`config.mk`:
```
export PLATFORM = sky130hd
export DESIGN_NAME = devCtrl
export DESIGN_NICKNAME = d
export VERILOG_FILES = /design/src/rtl/devCtrlPkg.sv /design/src/rtl/devCtrlControl.sv /design/src/rtl/devCtrlDatapath.sv /design/src/rtl/devCtrl.sv
export SDC_FILE = /design/constraint.sdc
export NUM_CORES = 1
export LEC_CHECK = 0
export ABC_AREA = 1
export BUFFER_PORTS_ARGS = -buffer_cell sky130_fd_sc_hd__buf_4
export CAP_MARGIN = 20
export CORE_MARGIN = 1.5
export CORE_UTILIZATION = 25
export DETAILED_ROUTE_END_ITERATION = 10
export GPL_TIMING_DRIVEN = 0
export RECOVER_POWER = 100
export SYNTH_ARGS = -nofsm -noshare
export SYNTH_HDL_FRONTEND = slang
export SYNTH_HIERARCHICAL = 1
export SYNTH_SLANG_ARGS = --single-unit
```
`constraint.sdc`:
```
create_clock -name clk -period 2.2 [get_ports clk]
set_clock_uncertainty 0.2 [all_clocks]
set_input_delay 0.22 -clock clk [delete_from_list [all_inputs] [get_ports clk]]
set_output_delay 0.22 -clock clk [all_outputs]
set_load 0.005 [all_outputs]
```
`src/rtl/devCtrlPkg.sv`:
```
`timescale 1ns/1ps
package devCtrlPkg;
  localparam int OFF_DIN  = 0;
  localparam int OFF_DOUT = 4;
  localparam int OFF_STAT = 8;
  localparam int OFF_CMD  = 12;

  localparam int CMD_GO     = 0;
  localparam int CMD_DIR    = 1;
  localparam int CMD_IRQEN  = 2;
  localparam int CMD_ERRCLR = 3;

  typedef enum logic [1:0] {ST_IDLE, ST_XFER, ST_ERR} ctlState_t;

  typedef struct packed {
    logic loadOut;
    logic captureIn;
    logic clearReady;
  } dpStrobe_t;
endpackage

```
`src/rtl/devCtrlControl.sv`:
```
`timescale 1ns/1ps
module devCtrlControl
  import devCtrlPkg::*;
#(
  parameter int ADDR_W = 5,
  parameter int BUS_W  = 32,
  parameter int TMO_W  = 16
) (
  input  logic              clk,
  input  logic              rstN,
  input  logic              hostSel,
  input  logic              hostWr,
  input  logic [ADDR_W-1:0] hostAddr,
  input  logic [BUS_W-1:0]  hostWdata,
  input  logic              devOutReady,
  input  logic              devInValid,
  output dpStrobe_t         strb,
  output logic              busy,
  output logic              error,
  output logic              cmdReady,
  output logic              cmdWrite,
  output logic              irqEn,
  output logic [TMO_W-1:0]  tmoLim,
  output logic              irq,
  output logic              devOutValid,
  output logic              devInReady
);
  localparam logic [ADDR_W-1:0] A_DIN  = ADDR_W'(OFF_DIN);
  localparam logic [ADDR_W-1:0] A_DOUT = ADDR_W'(OFF_DOUT);
  localparam logic [ADDR_W-1:0] A_CMD  = ADDR_W'(OFF_CMD);

  ctlState_t        state;
  logic [TMO_W-1:0] waitCnt;
  logic             wrCmd, wrDout, rdDin, acceptCmd, errClrHit, xferDone, tmoHit;
  logic             unusedBits;

  assign unusedBits = ^hostWdata[BUS_W-TMO_W-1:4];

  assign wrCmd     = hostSel && hostWr && (hostAddr == A_CMD);
  assign wrDout    = hostSel && hostWr && (hostAddr == A_DOUT);
  assign rdDin     = hostSel && !hostWr && (hostAddr == A_DIN);
  assign acceptCmd = wrCmd && !busy && !cmdReady;
  assign errClrHit = wrCmd && hostWdata[CMD_ERRCLR] && (state == ST_ERR);

  assign devOutValid = (state == ST_XFER) && cmdWrite;
  assign devInReady  = (state == ST_XFER) && !cmdWrite;
  assign xferDone    = (devOutValid && devOutReady) || (devInReady && devInValid);
  assign tmoHit      = (tmoLim != '0) && (waitCnt == tmoLim - 1'b1);

  always_comb begin
    strb.loadOut    = wrDout && !busy && !cmdReady;
    strb.captureIn  = devInReady && devInValid;
    strb.clearReady = rdDin;
  end

  always_ff @(posedge clk or negedge rstN) begin
    if (!rstN) begin
      state    <= ST_IDLE;
      busy     <= 1'b0;
      error    <= 1'b0;
      cmdReady <= 1'b0;
      cmdWrite <= 1'b0;
      irqEn    <= 1'b0;
      tmoLim   <= '0;
      waitCnt  <= '0;
      irq      <= 1'b0;
    end else begin
      irq <= 1'b0;
      if (acceptCmd) begin
        cmdReady <= hostWdata[CMD_GO];
        cmdWrite <= hostWdata[CMD_DIR];
        irqEn    <= hostWdata[CMD_IRQEN];
        tmoLim   <= hostWdata[BUS_W-1 -: TMO_W];
      end
      case (state)
        ST_IDLE: begin
          if (cmdReady) begin
            busy    <= 1'b1;
            waitCnt <= '0;
            state   <= ST_XFER;
          end
        end
        ST_XFER: begin
          if (xferDone) begin
            busy     <= 1'b0;
            cmdReady <= 1'b0;
            error    <= 1'b0;
            irq      <= irqEn;
            state    <= ST_IDLE;
          end else if (tmoHit) begin
            error <= 1'b1;
            state <= ST_ERR;
          end else begin
            waitCnt <= waitCnt + 1'b1;
          end
        end
        ST_ERR: begin
          if (errClrHit) begin
            busy     <= 1'b0;
            cmdReady <= 1'b0;
            error    <= 1'b0;
            irq      <= irqEn;
            state    <= ST_IDLE;
          end
        end
        default: state <= ST_IDLE;
      endcase
    end
  end

  AST_PORT_NEEDS_BUSY: assert property (@(posedge clk) disable iff (!rstN)
    (devOutValid || devInReady) |-> busy);
  AST_BUSY_AFTER_GO: assert property (@(posedge clk) disable iff (!rstN)
    $rose(busy) |-> $past(cmdReady));
  AST_CLEAR_TOGETHER: assert property (@(posedge clk) disable iff (!rstN)
    $fell(busy) |-> (!error && !cmdReady));
  AST_ERR_HOLDS_BUSY: assert property (@(posedge clk) disable iff (!rstN)
    error |-> busy);
  AST_CMD_IGNORED: assert property (@(posedge clk) disable iff (!rstN)
    (busy && wrCmd) |=> ($stable(cmdWrite) && $stable(tmoLim) && $stable(irqEn)));
  AST_IRQ_ONE_CYCLE: assert property (@(posedge clk) disable iff (!rstN)
    irq |=> !irq);
  AST_IRQ_ON_FALL: assert property (@(posedge clk) disable iff (!rstN)
    irq |-> $fell(busy));
endmodule

```
`src/rtl/devCtrlDatapath.sv`:
```
`timescale 1ns/1ps
module devCtrlDatapath
  import devCtrlPkg::*;
#(
  parameter int ADDR_W = 5,
  parameter int BUS_W  = 32,
  parameter int DATA_W = 8,
  parameter int TMO_W  = 16
) (
  input  logic              clk,
  input  logic              rstN,
  input  dpStrobe_t         strb,
  input  logic              hostSel,
  input  logic              hostWr,
  input  logic [ADDR_W-1:0] hostAddr,
  input  logic [DATA_W-1:0] hostByte,
  input  logic [DATA_W-1:0] devInData,
  input  logic              busy,
  input  logic              error,
  input  logic              cmdReady,
  input  logic              cmdWrite,
  input  logic              irqEn,
  input  logic [TMO_W-1:0]  tmoLim,
  output logic [DATA_W-1:0] devOutData,
  output logic [BUS_W-1:0]  hostRdata
);
  localparam logic [ADDR_W-1:0] A_DIN  = ADDR_W'(OFF_DIN);
  localparam logic [ADDR_W-1:0] A_DOUT = ADDR_W'(OFF_DOUT);
  localparam logic [ADDR_W-1:0] A_STAT = ADDR_W'(OFF_STAT);
  localparam logic [ADDR_W-1:0] A_CMD  = ADDR_W'(OFF_CMD);

  logic [DATA_W-1:0] dataOut, dataIn;
  logic              dataReady;

  assign devOutData = dataOut;

  always_ff @(posedge clk or negedge rstN) begin
    if (!rstN) begin
      dataOut   <= '0;
      dataIn    <= '0;
      dataReady <= 1'b0;
    end else begin
      if (strb.loadOut) dataOut <= hostByte;
      if (strb.captureIn) begin
        dataIn    <= devInData;
        dataReady <= 1'b1;
      end else if (strb.clearReady) begin
        dataReady <= 1'b0;
      end
    end
  end

  always_comb begin
    hostRdata = '0;
    if (hostSel && !hostWr) begin
      case (hostAddr)
        A_DIN:  hostRdata[DATA_W-1:0] = dataIn;
        A_DOUT: hostRdata[DATA_W-1:0] = dataOut;
        A_STAT: hostRdata[2:0] = {error, dataReady, busy};
        A_CMD: begin
          hostRdata[CMD_GO]            = cmdReady;
          hostRdata[CMD_DIR]           = cmdWrite;
          hostRdata[CMD_IRQEN]         = irqEn;
          hostRdata[BUS_W-1 -: TMO_W]  = tmoLim;
        end
        default: hostRdata = '0;
      endcase
    end
  end

  AST_CAPTURE_SETS_READY: assert property (@(posedge clk) disable iff (!rstN)
    strb.captureIn |=> dataReady);
  AST_DOUT_FROZEN: assert property (@(posedge clk) disable iff (!rstN)
    (busy && hostSel && hostWr && hostAddr == A_DOUT) |=> $stable(dataOut));
  AST_READ_CLEARS: assert property (@(posedge clk) disable iff (!rstN)
    (strb.clearReady && !strb.captureIn) |=> !dataReady);
endmodule

```
`src/rtl/devCtrl.sv`:
```
`timescale 1ns/1ps
module devCtrl
  import devCtrlPkg::*;
#(
  parameter int ADDR_W = 5,
  parameter int BUS_W  = 32,
  parameter int DATA_W = 8,
  parameter int TMO_W  = 16
) (
  input  logic              clk,
  input  logic              rstN,
  input  logic              hostSel,
  input  logic              hostWr,
  input  logic [ADDR_W-1:0] hostAddr,
  input  logic [BUS_W-1:0]  hostWdata,
  output logic [BUS_W-1:0]  hostRdata,
  output logic              irq,
  output logic              devOutValid,
  output logic [DATA_W-1:0] devOutData,
  input  logic              devOutReady,
  output logic              devInReady,
  input  logic              devInValid,
  input  logic [DATA_W-1:0] devInData
);
  dpStrobe_t        strb;
  logic             busy, error, cmdReady, cmdWrite, irqEn;
  logic [TMO_W-1:0] tmoLim;

  devCtrlControl #(.ADDR_W(ADDR_W), .BUS_W(BUS_W), .TMO_W(TMO_W)) u_ctl (
    .clk(clk), .rstN(rstN), .hostSel(hostSel), .hostWr(hostWr),
    .hostAddr(hostAddr), .hostWdata(hostWdata),
    .devOutReady(devOutReady), .devInValid(devInValid),
    .strb(strb), .busy(busy), .error(error), .cmdReady(cmdReady),
    .cmdWrite(cmdWrite), .irqEn(irqEn), .tmoLim(tmoLim), .irq(irq),
    .devOutValid(devOutValid), .devInReady(devInReady)
  );

  devCtrlDatapath #(.ADDR_W(ADDR_W), .BUS_W(BUS_W), .DATA_W(DATA_W), .TMO_W(TMO_W)) u_dp (
    .clk(clk), .rstN(rstN), .strb(strb), .hostSel(hostSel), .hostWr(hostWr),
    .hostAddr(hostAddr), .hostByte(hostWdata[DATA_W-1:0]), .devInData(devInData),
    .busy(busy), .error(error), .cmdReady(cmdReady), .cmdWrite(cmdWrite),
    .irqEn(irqEn), .tmoLim(tmoLim), .devOutData(devOutData), .hostRdata(hostRdata)
  );
endmodule

```
==> results.toml <==
[cts]
worstSkewPairLatency_ps = 330
cts_num_sinks = 57
cts_tree = "yes"
clk_pin_slew_ps = 60
cts_root_buf = "clkbuf_16"
clk_path_buf_depth = 2
htreeDepth = 3
cts_buffers = 9

[final_layout]
drive_gt1_frac = 0.291
final_cell_area_sq_um = 5710
nNetsFinal = 736
syn2layout_area_growth_pct = 41.8
fillers = 1675
diodes = 0
finalNonFillerCells = 899
fin_util = 0.361

[timing]
period_share = 1.01
slew_viol_final = 0
tightest_slew_ps = 1340
setup_viol = 11
hold_viol = 0
fin_ws_ps = -21.9
fin_crit_ps = 2220
rsz0062_at_grt = "true"
fmax_mhz = 450
max_slew_margin = 0.109

[placed_design]
gp_congestion = 0.843
dp_cells = 838
placed_cell_area_sq_um = 4900
hpwl_um = 8070
port_buffers = 77

[outcome]
status = "finished with violations"
violations = "negative setup slack"

[floorplanning]
io-pin-count = 94
die_area_sq_um = 16900
die_y_um = 130
rows = 46
die_x_um = 130
coreArea_sq_um = 15800
initial_core_util = 0.254

[critical_path]
endpoint_kind = "flip-flop"
start_kind = "flip-flop"
critPathKind = "flip-flop to flip-flop"
crit_fanout = 6
crit_arrival_ps = 2290
worstPathRequired_ps = 2270

[yosys]
yosysWarnings = 6
synthCells = 538
synth_area_leader_cell = "dfrtp_1"
synth_seq_cells = 57
synth.distinct_cells = 35
syn-cell-area_sq_um = 4030
ys_top_cells_by_area = "dfrtp_1 (35%), nand2_1 (15%), mux2_2 (7.3%), nand4_1 (6.2%), inv_1 (5.9%)"
ys_seq_area_frac = 0.354
synth_top_area_share = 0.354
synth.avg_cell_area_sq_um = 7.49

[global_routing]
antenna_found_initial = 0
grt_pass1_vias = 3583
grt_pass1_wl_um = 17800
grt_max_degree = 58
grt_overflow = 0
grt.total_usage = 0.135

[pwr]
p_leak_nw = 2.88
power.density_nw_per_um2 = 863
power_mw = 4.93
ir_drop_uv = 584

[drt]
drt-total-wl_um = 10900
drt_iter0_drc = 140
drt_pass1_iterations = 4
dr_total_vias = 3863
wl_per_cell_um = 12.2
drc_errors = 0
via_per_inst = 4.30
drtAntennaViolNets = 0

[job]
max_cap_viol_count = 0

[hold_path]
hold_class = "input pin to flip-flop"
repair_timing:
action / in CTS / in global routing
resized for setup: 25 / 23
gates cloned: 1 / 1
hold endpoints to repair: 91 / 0
setup endpoints to repair: 31 / 39
pin swaps: 4 / 4
hold buffers: 33 / 0
buffers inserted: 8 / 3
routing by layer:
metal  up-vias  wire length, um  global-route usage  share of wire
li1       1999                -                   -              -
met1      1742             5000               0.173           0.46
met2       110             5170               0.219           0.47
met3        12              603              0.0353          0.055
met4         0              145              0.0490          0.013
met5         -                0                   0              0
cells by family (layout without fill, tap and decap cells):
group | Yosys count | after routing | synth area share
multiplexers | 26 | 26 | 0.0727
adder cells (fa/ha/maj) | 7 | 7 | 0.0217
AO/OA/AOI/OAI | 16 | 16 | 0.0249
buffers and inverters | 94 | 232 | 0.103
XOR/XNOR | 23 | 23 | 0.0500
flip-flops | 57 | 57 | 0.354
AND/OR/NAND/NOR | 314 | 314 | 0.372
other | 1 | 8 | 0.000931
flip-flops by register name (all words and copies together), names as in the netlist:
register and cells:
u_ctl/tmoLim 16, u_ctl/waitCnt 16, u_dp/dataIn 8, u_dp/devOutData 8, u_ctl/state 2, u_ctl/busy 1
u_ctl/cmdReady 1, u_ctl/cmdWrite 1, u_ctl/error 1, u_ctl/irq 1, u_ctl/irqEn 1, u_dp/dataReady 1
power by group:
group          internal, mW  total (mW)  switching [mW]
logic                 0.865        2.02            1.16
clock network         0.907        1.42           0.509
registers              1.27        1.49           0.226
total                  3.04        4.93            1.89
layout by cell type, fill, tap and decap left out, types with 4 or more instances in the layout:
cell           Yosys  layout
inv_2              2       4
conb_1             1       8
clkbuf_16          0       9
nor2_4             3       4
dfrtp_1           57      52
clkbuf_1           7       9
nor2_1            53      45
nand2_1          156     146
nor3b_2           10       6
clkbuf_2           1       5
clkbuf_4           0      19
nand4_1           40      40
xor2_1            20      20
mux2_2            26      26
nand2_2            3       8
dlygate4sd3_1      0      33
dfrtp_2            0       5
nor3b_1            6      10
nor2_2             5      12
a21oi_1            6       6
nand3_1           18      19
nor3_1             9       9
ha_1               7       6
buf_4             10      76
clkinvlp_4         0       4
o21ai_0            7       6
nand2_4            0       5
inv_1             63      61
path summary, 6_finish.rpt:
| check | start | endpoint | slack, ps | cells past startpoint |
|---|---|---|---|---|
| setup / recovery | u_ctl/tmoLim[0]$_DFFE_PN0P_ | u_ctl/waitCnt[3]$_DFFE_PN0P_ | -20 | 15 |
| min in group asynchronous | rstN | u_dp/devOutData[2]$_DFFE_PN0P_ | 520 | 2 |
| max in group asynchronous | rstN | u_ctl/tmoLim[6]$_DFFE_PN0P_ | 370 | 2 |
| hold / removal | hostAddr[3] | u_dp/dataReady$_DFFE_PN0P_ | 180 | 4 |
| setup reg to reg | u_ctl/tmoLim[0]$_DFFE_PN0P_ | u_ctl/waitCnt[3]$_DFFE_PN0P_ | -20 | 15 |
| hold reg to reg | u_dp/dataIn[0]$_DFFE_PN0P_ | u_dp/dataIn[0]$_DFFE_PN0P_ | 270 | 2 |
synth_stat cells, drive strengths merged:
cell / number
inv: 65
ha: 7
and2: 2
xor2: 20
nor2: 61
clkinv: 1
nand3: 19
clkbuf: 8
mux2: 26
nand3b: 3
nor3: 9
a21oi: 6
dfrtp: 57
or2: 1
nor3b: 16
xnor2: 3
nand2: 159
buf: 20
nand4: 40
nor4: 4
a211oi: 1
a31oi: 1
o21ai: 8
conb: 1
worst max-delay path, stage by stage, from the launching register on:
cell and delay [ps]:
dfrtp_1 400, inv_2 100, ha_4 160, nand2_4 80, nor2_4 160, nand2_1 70, nand2_1 50, nand2_1 60
nor2_2 110, nand2_1 70, nor2_2 120, nand2_4 100, o21ai_4 190, buf_4 170, nand2_1 50, nand2_1 50
through the flow:
| step | hold slack (ps) | setup WS, ps | TNS [ps] |
|---|---|---|---|
| finish | 175 | -21.9 | -140 |
| global route | 179 | -174 | -3460 |
| CTS | 156 | -38.9 | -394 |
| detailed placement | 148 | -415 | -10040 |
| global placement | 146 | -393 | -9580 |
| floorplan | -276 | 7.48 | 0 |
final cells by class:
class	instances	area, sq um	share of cell area
flip-flops and latches	57	1430	0.251
well taps	216	270	0.0473
clock buffers	10	239	0.0418
plain buffers	27	166	0.0291
clock inverters	6	67.6	0.0118
inverters	66	251	0.0440
multi-input cells	394	2290	0.401
repair buffers	122	988	0.173
repair inverters	1	7.51	0.00131
(Power assumes the default switching activity.)
